[config.mk]
export PLATFORM = sky130hd
export DESIGN_NAME = lin_dom_guard
export DESIGN_NICKNAME = d
export VERILOG_FILES = /design/src/rtl/lin_guard_pkg.sv /design/src/rtl/lin_pin_failsafe.sv /design/src/rtl/lin_bus_sync.sv /design/src/rtl/lin_dom_timer.sv /design/src/rtl/lin_dom_guard.sv
export SDC_FILE = /design/constraint.sdc
export NUM_CORES = 1
export LEC_CHECK = 0
export ABC_AREA = 1
export BUFFER_PORTS_ARGS = -buffer_cell sky130_fd_sc_hd__buf_2
export CAP_MARGIN = 20
export CORE_AREA = 3 3 75 77
export DETAILED_ROUTE_END_ITERATION = 8
export DIE_AREA = 0 0 78 80
export PLACE_DENSITY = 0.66
export SYNTH_ARGS = -nofsm -noshare
export SYNTH_HDL_FRONTEND = slang
export SYNTH_SLANG_ARGS = --single-unit
[constraint.sdc]
create_clock -name clk -period 5.8 [get_ports clk]
set_clock_uncertainty 0.15 [all_clocks]
set_input_delay 0.29 -clock clk [delete_from_list [all_inputs] [get_ports clk]]
set_output_delay 0.29 -clock clk [all_outputs]
set_load 0.005 [all_outputs]
[src/rtl/lin_guard_pkg.sv]
package lin_guard_pkg;

  // Bus level encoding: 0 = dominant, 1 = recessive.
  localparam logic LVL_DOM = 1'b0;
  localparam logic LVL_REC = 1'b1;

  // Width that holds values 0..limit.
  function automatic int unsigned cnt_width(input int unsigned limit);
    return (limit < 2) ? 1 : $clog2(limit + 1);
  endfunction

  // True when this dominant sample completes the timeout window.
  function automatic logic run_completes(input int unsigned run_so_far,
                                         input int unsigned limit);
    return (run_so_far + 1) >= limit;
  endfunction

  // Pad resolution: undriven pins fall back to their fail-safe value.
  function automatic logic pad_resolve(input logic val, input logic driven,
                                       input logic safe_val);
    return driven ? val : safe_val;
  endfunction

endpackage

[src/rtl/lin_pin_failsafe.sv]
module lin_pin_failsafe
  import lin_guard_pkg::*;
(
  input  logic clk,
  input  logic por_n,
  input  logic txd_in,
  input  logic txd_driven,
  input  logic cs_in,
  input  logic cs_driven,
  output logic txd_res,
  output logic cs_res
);

  // TXD floats recessive; chip-select floats to disabled.
  assign txd_res = pad_resolve(txd_in, txd_driven, LVL_REC);
  assign cs_res  = pad_resolve(cs_in, cs_driven, 1'b0);

  AST_TXD_FLOAT_REC: assert property (@(posedge clk) disable iff (!por_n)
    !txd_driven |-> txd_res) else $error("txd float");
  AST_CS_FLOAT_OFF: assert property (@(posedge clk) disable iff (!por_n)
    !cs_driven |-> !cs_res) else $error("cs float");

endmodule

[src/rtl/lin_bus_sync.sv]
module lin_bus_sync
  import lin_guard_pkg::*;
#(
  parameter int unsigned STAGES = 2
) (
  input  logic clk,
  input  logic por_n,
  input  logic bus_raw,
  output logic bus_sync
);

  logic [STAGES-1:0] stg;

  genvar gi;
  generate
    for (gi = 0; gi < STAGES; gi++) begin : g_stage
      always_ff @(posedge clk or negedge por_n) begin
        if (!por_n) begin
          stg[gi] <= LVL_REC;
        end else if (gi == 0) begin
          stg[gi] <= bus_raw;
        end else begin
          stg[gi] <= stg[(gi == 0) ? 0 : gi-1];
        end
      end
    end
  endgenerate

  assign bus_sync = stg[STAGES-1];

  AST_SYNC_SHIFT: assert property (@(posedge clk) disable iff (!por_n)
    1'b1 |=> (bus_sync == $past(stg[(STAGES > 1) ? STAGES-2 : 0]) || STAGES == 1))
    else $error("sync shift");

endmodule

[src/rtl/lin_dom_timer.sv]
module lin_dom_timer
  import lin_guard_pkg::*;
#(
  parameter int unsigned LIMIT = 5_000_000
) (
  input  logic clk,
  input  logic por_n,
  input  logic bus_sync,
  output logic tripped,
  output logic trip_event,
  output logic rearm_event
);

  localparam int unsigned CW = cnt_width(LIMIT);

  logic [CW-1:0] run_cnt;
  logic          dom_now;
  logic          hit;

  assign dom_now     = (bus_sync == LVL_DOM);
  assign hit         = dom_now && !tripped && run_completes(32'(run_cnt), LIMIT);
  assign trip_event  = hit;
  assign rearm_event = !dom_now && (tripped || run_cnt != '0);

  always_ff @(posedge clk or negedge por_n) begin
    if (!por_n) begin
      run_cnt <= '0;
      tripped <= 1'b0;
    end else if (!dom_now) begin
      run_cnt <= '0;
      tripped <= 1'b0;
    end else if (!tripped) begin
      if (hit) begin
        tripped <= 1'b1;
      end else begin
        run_cnt <= run_cnt + 1'b1;
      end
    end
  end

  AST_NO_OVERFLOW: assert property (@(posedge clk) disable iff (!por_n)
    32'(run_cnt) < LIMIT) else $error("count overflow");
  AST_TRIP_SETS: assert property (@(posedge clk) disable iff (!por_n)
    trip_event |=> tripped) else $error("trip lost");
  AST_REC_CLEARS: assert property (@(posedge clk) disable iff (!por_n)
    !dom_now |=> (!tripped && run_cnt == '0)) else $error("no clear");
  AST_TRIP_NEEDS_DOM: assert property (@(posedge clk) disable iff (!por_n)
    $rose(tripped) |-> $past(dom_now)) else $error("bad trip");

endmodule

[src/rtl/lin_dom_guard.sv]
module lin_dom_guard
  import lin_guard_pkg::*;
#(
  parameter int unsigned TIMEOUT_CYC = 5_000_000,
  parameter int unsigned SYNC_STAGES = 2
) (
  input  logic clk,
  input  logic por_n,
  input  logic txd_in,
  input  logic txd_driven,
  input  logic cs_in,
  input  logic cs_driven,
  input  logic bus_in,
  output logic tx_en,
  output logic tx_dom,
  output logic pullup_en,
  output logic rxd
);

  logic txd_res, cs_res, bus_s;
  logic tripped, trip_event, rearm_event;
  logic guard_on;

  lin_pin_failsafe u_pins (
    .clk(clk), .por_n(por_n),
    .txd_in(txd_in), .txd_driven(txd_driven),
    .cs_in(cs_in), .cs_driven(cs_driven),
    .txd_res(txd_res), .cs_res(cs_res)
  );

  lin_bus_sync #(.STAGES(SYNC_STAGES)) u_sync (
    .clk(clk), .por_n(por_n), .bus_raw(bus_in), .bus_sync(bus_s)
  );

  lin_dom_timer #(.LIMIT(TIMEOUT_CYC)) u_timer (
    .clk(clk), .por_n(por_n), .bus_sync(bus_s),
    .tripped(tripped), .trip_event(trip_event), .rearm_event(rearm_event)
  );

  // Guard holds only while the bus still reads dominant; a recessive
  // synchronised sample releases the outputs in the same cycle.
  assign guard_on  = tripped && (bus_s == LVL_DOM);
  assign tx_en     = cs_res && !guard_on;
  assign tx_dom    = tx_en && (txd_res == LVL_DOM);
  assign pullup_en = !guard_on;
  assign rxd       = guard_on ? LVL_REC : bus_s;

  AST_RXD_REC_GUARD: assert property (@(posedge clk) disable iff (!por_n)
    guard_on |-> rxd) else $error("rxd not recessive");
  AST_PULLUP_OFF: assert property (@(posedge clk) disable iff (!por_n)
    guard_on |-> (!pullup_en && !tx_en)) else $error("guard leak");
  AST_TX_NEEDS_CS: assert property (@(posedge clk) disable iff (!por_n)
    !cs_res |-> !tx_en) else $error("tx without cs");
  AST_DOM_NEEDS_TXD: assert property (@(posedge clk) disable iff (!por_n)
    tx_dom |-> (!txd_res && tx_en)) else $error("spurious dominant");
  AST_REARM_RESTORES: assert property (@(posedge clk) disable iff (!por_n)
    (tripped && bus_s) |-> (pullup_en && rxd)) else $error("rearm late");
  AST_TRIP_CUTS: assert property (@(posedge clk) disable iff (!por_n)
    (trip_event && !bus_in) |=> !pullup_en || bus_s) else $error("trip slow");

endmodule

-- Word-level counts from Yosys, hierarchy flattened
Cells that the tools add are included.
- add/subtract/negate cells: 2
- bitwise operators: 2
- multiplexer cells: 9
- reductions and logical operators: 8
- eq/ne operators: 2
- order comparisons: 1
- operators with widths (operator ; number):
    $mux 23 ; 3
    $ge 32x23->1 const B ; 1
    $add 23x1->24 const B ; 1
    $add 23x1->23 const B ; 1
    $mux 1 ; 6
    $logic_and 1x1->1 ; 5
    $logic_not 1->1 ; 2
    $ne 2x1->1 const B ; 1
    $ne 2x2->1 const B ; 1
    $not 1->1 ; 2
    $reduce_and 2->1 ; 1
- output and inout bits: 4
- word-level logic and storage cells: 28
- register bits: 26
- input port bits: 7

-- Logic depth before layout (Yosys ltp)
- word-level depth: 6
- mapped depth: 17
- gate-level depth less buffers: 16

-- Cells and area by module
Synthesis repeated with hierarchy kept, for this count alone.
- cells, all modules: 351
- area total of the unflattened synthesis: 2225.9 um2
- by module, submodules not included (module ; times used ; seq. area each (um2) ; cells each ; area each (um2)):
    lin_dom_timer ; 1 ; 600.6 ; 339 ; 2125.8
    lin_bus_sync ; 1 ; 52.6 ; 2 ; 52.6
    lin_dom_guard ; 1 ; 0.0 ; 6 ; 32.5
    lin_pin_failsafe ; 1 ; 0.0 ; 4 ; 15.0

-- Worst setup path after synthesis
Ideal clock, no wire load.
- path type: reg-to-reg
- start point: register u_timer.run_cnt[0]
- end point: register u_timer.run_cnt[18]
- path buffers: 1
- clock period less this slack: 2.167 ns
- slack: 3.633 ns
- cell stages (with the launch flop): 16
- library setup time: 0.119 ns
- data required time: 5.531 ns
- data arrival time: 1.898 ns
- cell sequence: dfrtp_1 ha_1 inv_1 nor2_4 nand2_2 nor2_4 nand3_1 nand2_1 nand2_1 a21oi_1 nand2_2 nor2_8 nand2_4 buf_6 nand3_1 nand2_1
- cells in the longest elaborated chain, start to end: 5
- elaborated cells on any way between the ends: 9
- classes of those cells: add/sub (2); order compare (1); eq/ne (1); mux (3); reduce/logical (2)
- ends and longest elaborated chain (element ; line ; RTL):
    start: declaration ; lin_dom_timer.sv:16 ; logic [CW-1:0] run_cnt;
    start signal: assignment ; lin_dom_timer.sv:36 ; run_cnt <= run_cnt + 1'b1;
    $add 23x1->24 ; lin_guard_pkg.sv:15 ; return (run_so_far + 1) >= limit;
    $ge 32x23->1 ; lin_guard_pkg.sv:15 ;
    $logic_and 1x1->1 ; lin_dom_timer.sv:21 ; assign hit = dom_now && !tripped && run_completes(32'(run_cnt), LIMIT);
    $ne 2x1->1 (no line) ; -- ;
    $reduce_and 2->1 (no line) ; -- ;
Several ways; a longest one is shown, not always the timed one. The select of a mux whose other input is x is not followed.
A chain may end at the register's enable or synchronous reset.

-- Worst setup path in the final report
- start point: register u_timer.run_cnt[1]
- end point: register u_timer.run_cnt[1]
The elaborated chain is that of the path after synthesis.

==> out/metrics.yaml <==
yosys_register_bits: 26
nNetsFinal: 315
postRouteWirelength_mm: 4.352
async_flop_share_pct: 100.0
clockBufferDepth: 2
placed_cells: 369
clkLatencyLatePin_ns: 0.26
routed-via-count: 1859
synth_edf_count: 0
cts_tree: "built"
cap_violations: 0
ys_seq_area_share_pct: 33.14
synth_top_cell_area_share_pct: 30.48
fin_area_um2: 2111
slew_headroom_pct: 53.75
max_freq_ghz: 0.3650
die_y_um: 80
clock_tree.root_cell: "clkbuf_8"
r2r_slack_ns: 3.06
start_kind: "register"
grt_pass1_wl_mm: 7.872
path_class: "reg2reg"
synth.avg_cell_area_um2: 6.591
grt-ovfl-total: 0
ys_types: 28
hp-class: "reg2reg"
start_util_pct: 38.83
power_density_nw_per_um2: 146.2
final_util_pct: 41.59
diodes: 0
path_clk_slew_ns: 0.09
worstRegToRegCells: 15
dieArea_um2: 6240
post_dp_cell_area_um2: 2046
first_pass_iters: 4
dpl.hpwl_mm: 3.291
rsz0062_at_grt: "no"
p_leak_nw: 1.021
synth_area_leaders: "dfrtp_1, nand2_1, nand3_1"
syn-instance-count: 299
min_path_cells: 0
clock_sinks: 26
fin_setup_tns_ns: 0
syn_area_um2: 1971
cts_made_buffers: 3
grtUsageTotal_pct: 15.42
die_width_um: 78
grt_pass1_vias: 1764
ios: 11
arrival_ns: 2.80
endpoint_kind: "register"
wl_per_cell_um: 11.61
status: "finished clean"
ys_warn_count: 0
critPathRequiredTime_ns: 5.86
antenna_found_initial: 0
globalplace.congestion: 0.9356
coreArea_um2: 5075
area_growth_pct: 7.111
cts_resized: 0
worst_pin_slew_ns: 0.6928
drc_errors: 0
drt_iter0_markers: 142
final_cells: 375
grt_max_degree: 47
synth_flop_cell: "dfrtp_1"
port_buffers: 10
syn-num-nets: 308
irDropWorstVdd_uv: 96.75
viasPerCell: 4.957
crit_fanout: 25
setup_viol: 0
htree_levels: 1
row_count: 26
ant_nets: 0
filler_cell_count: 544
drive_gt1_share_pct: 10.82
min_period_over_period_pct: 47.23
yosysTopAreaCell: "dfrtp_1"
min_period_ns: 2.739
hold_violations: 0
slew_viol_final: 0
==> logic make-up (layout without fill, tap and decap cells) <==
logic type,Yosys count,in the layout,share of synthesized area (%)
simple gates,213,213,50.79
xor+xnor,7,7,3.111
buf+inv,42,48,9.269
compound gates,9,9,2.413
flops,26,26,33.14
fa+ha+maj,2,2,1.270
==> registers in the layout, summed over array words and instances, names as in the netlist <==
register         count
u_sync.bus_sync      1
u_timer.run_cnt     23
u_sync.stg           1
u_timer.tripped      1
==> path summary, 6_finish.rpt <==
path	start	to
max	u_timer.run_cnt[1]	u_timer.run_cnt[1]
min	u_sync.stg[0]	u_sync.bus_sync
max reg2reg	u_timer.run_cnt[1]	u_timer.run_cnt[1]
min reg2reg	u_sync.stg[0]	u_sync.bus_sync
max in group asynchronous	por_n	u_timer.run_cnt[16]
min in group asynchronous	por_n	u_timer.run_cnt[7]
==> metrics by stage <==
stage / worst slack [ns] / power (W) / hold slack [ns]
floorplan: 3.633 / 0.0001994 / -0.1556
global placement: 3.079 / 0.0002073 / 0.1715
detailed placement: 3.050 / 0.0002079 / 0.1753
CTS: 3.030 / 0.0003147 / 0.2224
global route: 2.698 / 0.0003223 / 0.2271
finish: 3.061 / 0.0003087 / 0.2196
==> power breakdown <==
part / switching, W / leakage [nW] / internal [W]
registers: 0.00000337 / 0.354 / 0.000184
clock network: 0.0000545 / 0.0228 / 0.0000491
logic: 0.0000119 / 0.644 / 0.00000575
==> worst max-delay path, cell delays in order, from the launching register on <==
cell and delay, ns:
dfrtp_1 0.43, ha_1 0.22, inv_1 0.08, nor2_4 0.15
nand2_2 0.11, nor2_4 0.14, nand3_1 0.07, nand2_1 0.10
nand2_1 0.08, nor2_2 0.11, inv_1 0.06, nor2_2 0.13
nand2_2 0.30, nand2_4 0.34, nand3_1 0.11, nand2_1 0.09
==> layout by cell type (no fill, tap or decap), types with 4 or more instances in the layout <==
| master | synthesis | final |
|---|---|---|
| xnor2_1 | 4 | 4 |
| nand2_1 | 100 | 100 |
| inv_1 | 31 | 31 |
| buf_2 | 2 | 10 |
| nand4_1 | 26 | 26 |
| nor2_2 | 8 | 8 |
| nor2_1 | 25 | 25 |
| dfrtp_1 | 24 | 24 |
| nand2_2 | 4 | 4 |
| a21oi_1 | 4 | 4 |
| nand3_1 | 41 | 41 |
==> routing by layer <==
| metal | global-route usage, % | vias up | wire [um] |
|---|---|---|---|
| li1 | - | 986 | - |
| met1 | 20.53 | 849 | 2125 |
| met2 | 26.80 | 20 | 2104 |
| met3 | 1.467 | 4 | 87 |
| met4 | 4.021 | 0 | 34 |
| met5 | 0 | - | 0 |
==> cells in the mapped netlist, types with 3 or more instances <==
master	n
nand2_1	100
nand3_1	41
inv_1	31
nand4_1	26
nor2_1	25
dfrtp_1	24
nor2_2	8
a21oi_1	4
nand2_2	4
xnor2_1	4
buf_1	3
nor2_4	3
xor2_1	3
==> timing repair <==
action                    in CTS  in global routing
hold endpoints to repair      25                  0
setup buffers                  0                  0
hold buffers                   2                  0
==> cell type report <==
type | instances | area [um2] | area share [%]
Sequential cell | 26 | 653.1 | 30.94
Multi-Input combinational cell | 231 | 1135 | 53.76
Tap cell | 70 | 87.58 | 4.149
Timing Repair Buffer | 12 | 70.07 | 3.320
Clock buffer | 4 | 45.04 | 2.134
Inverter | 32 | 120.1 | 5.691
Power figures use the tool's default switching activity.
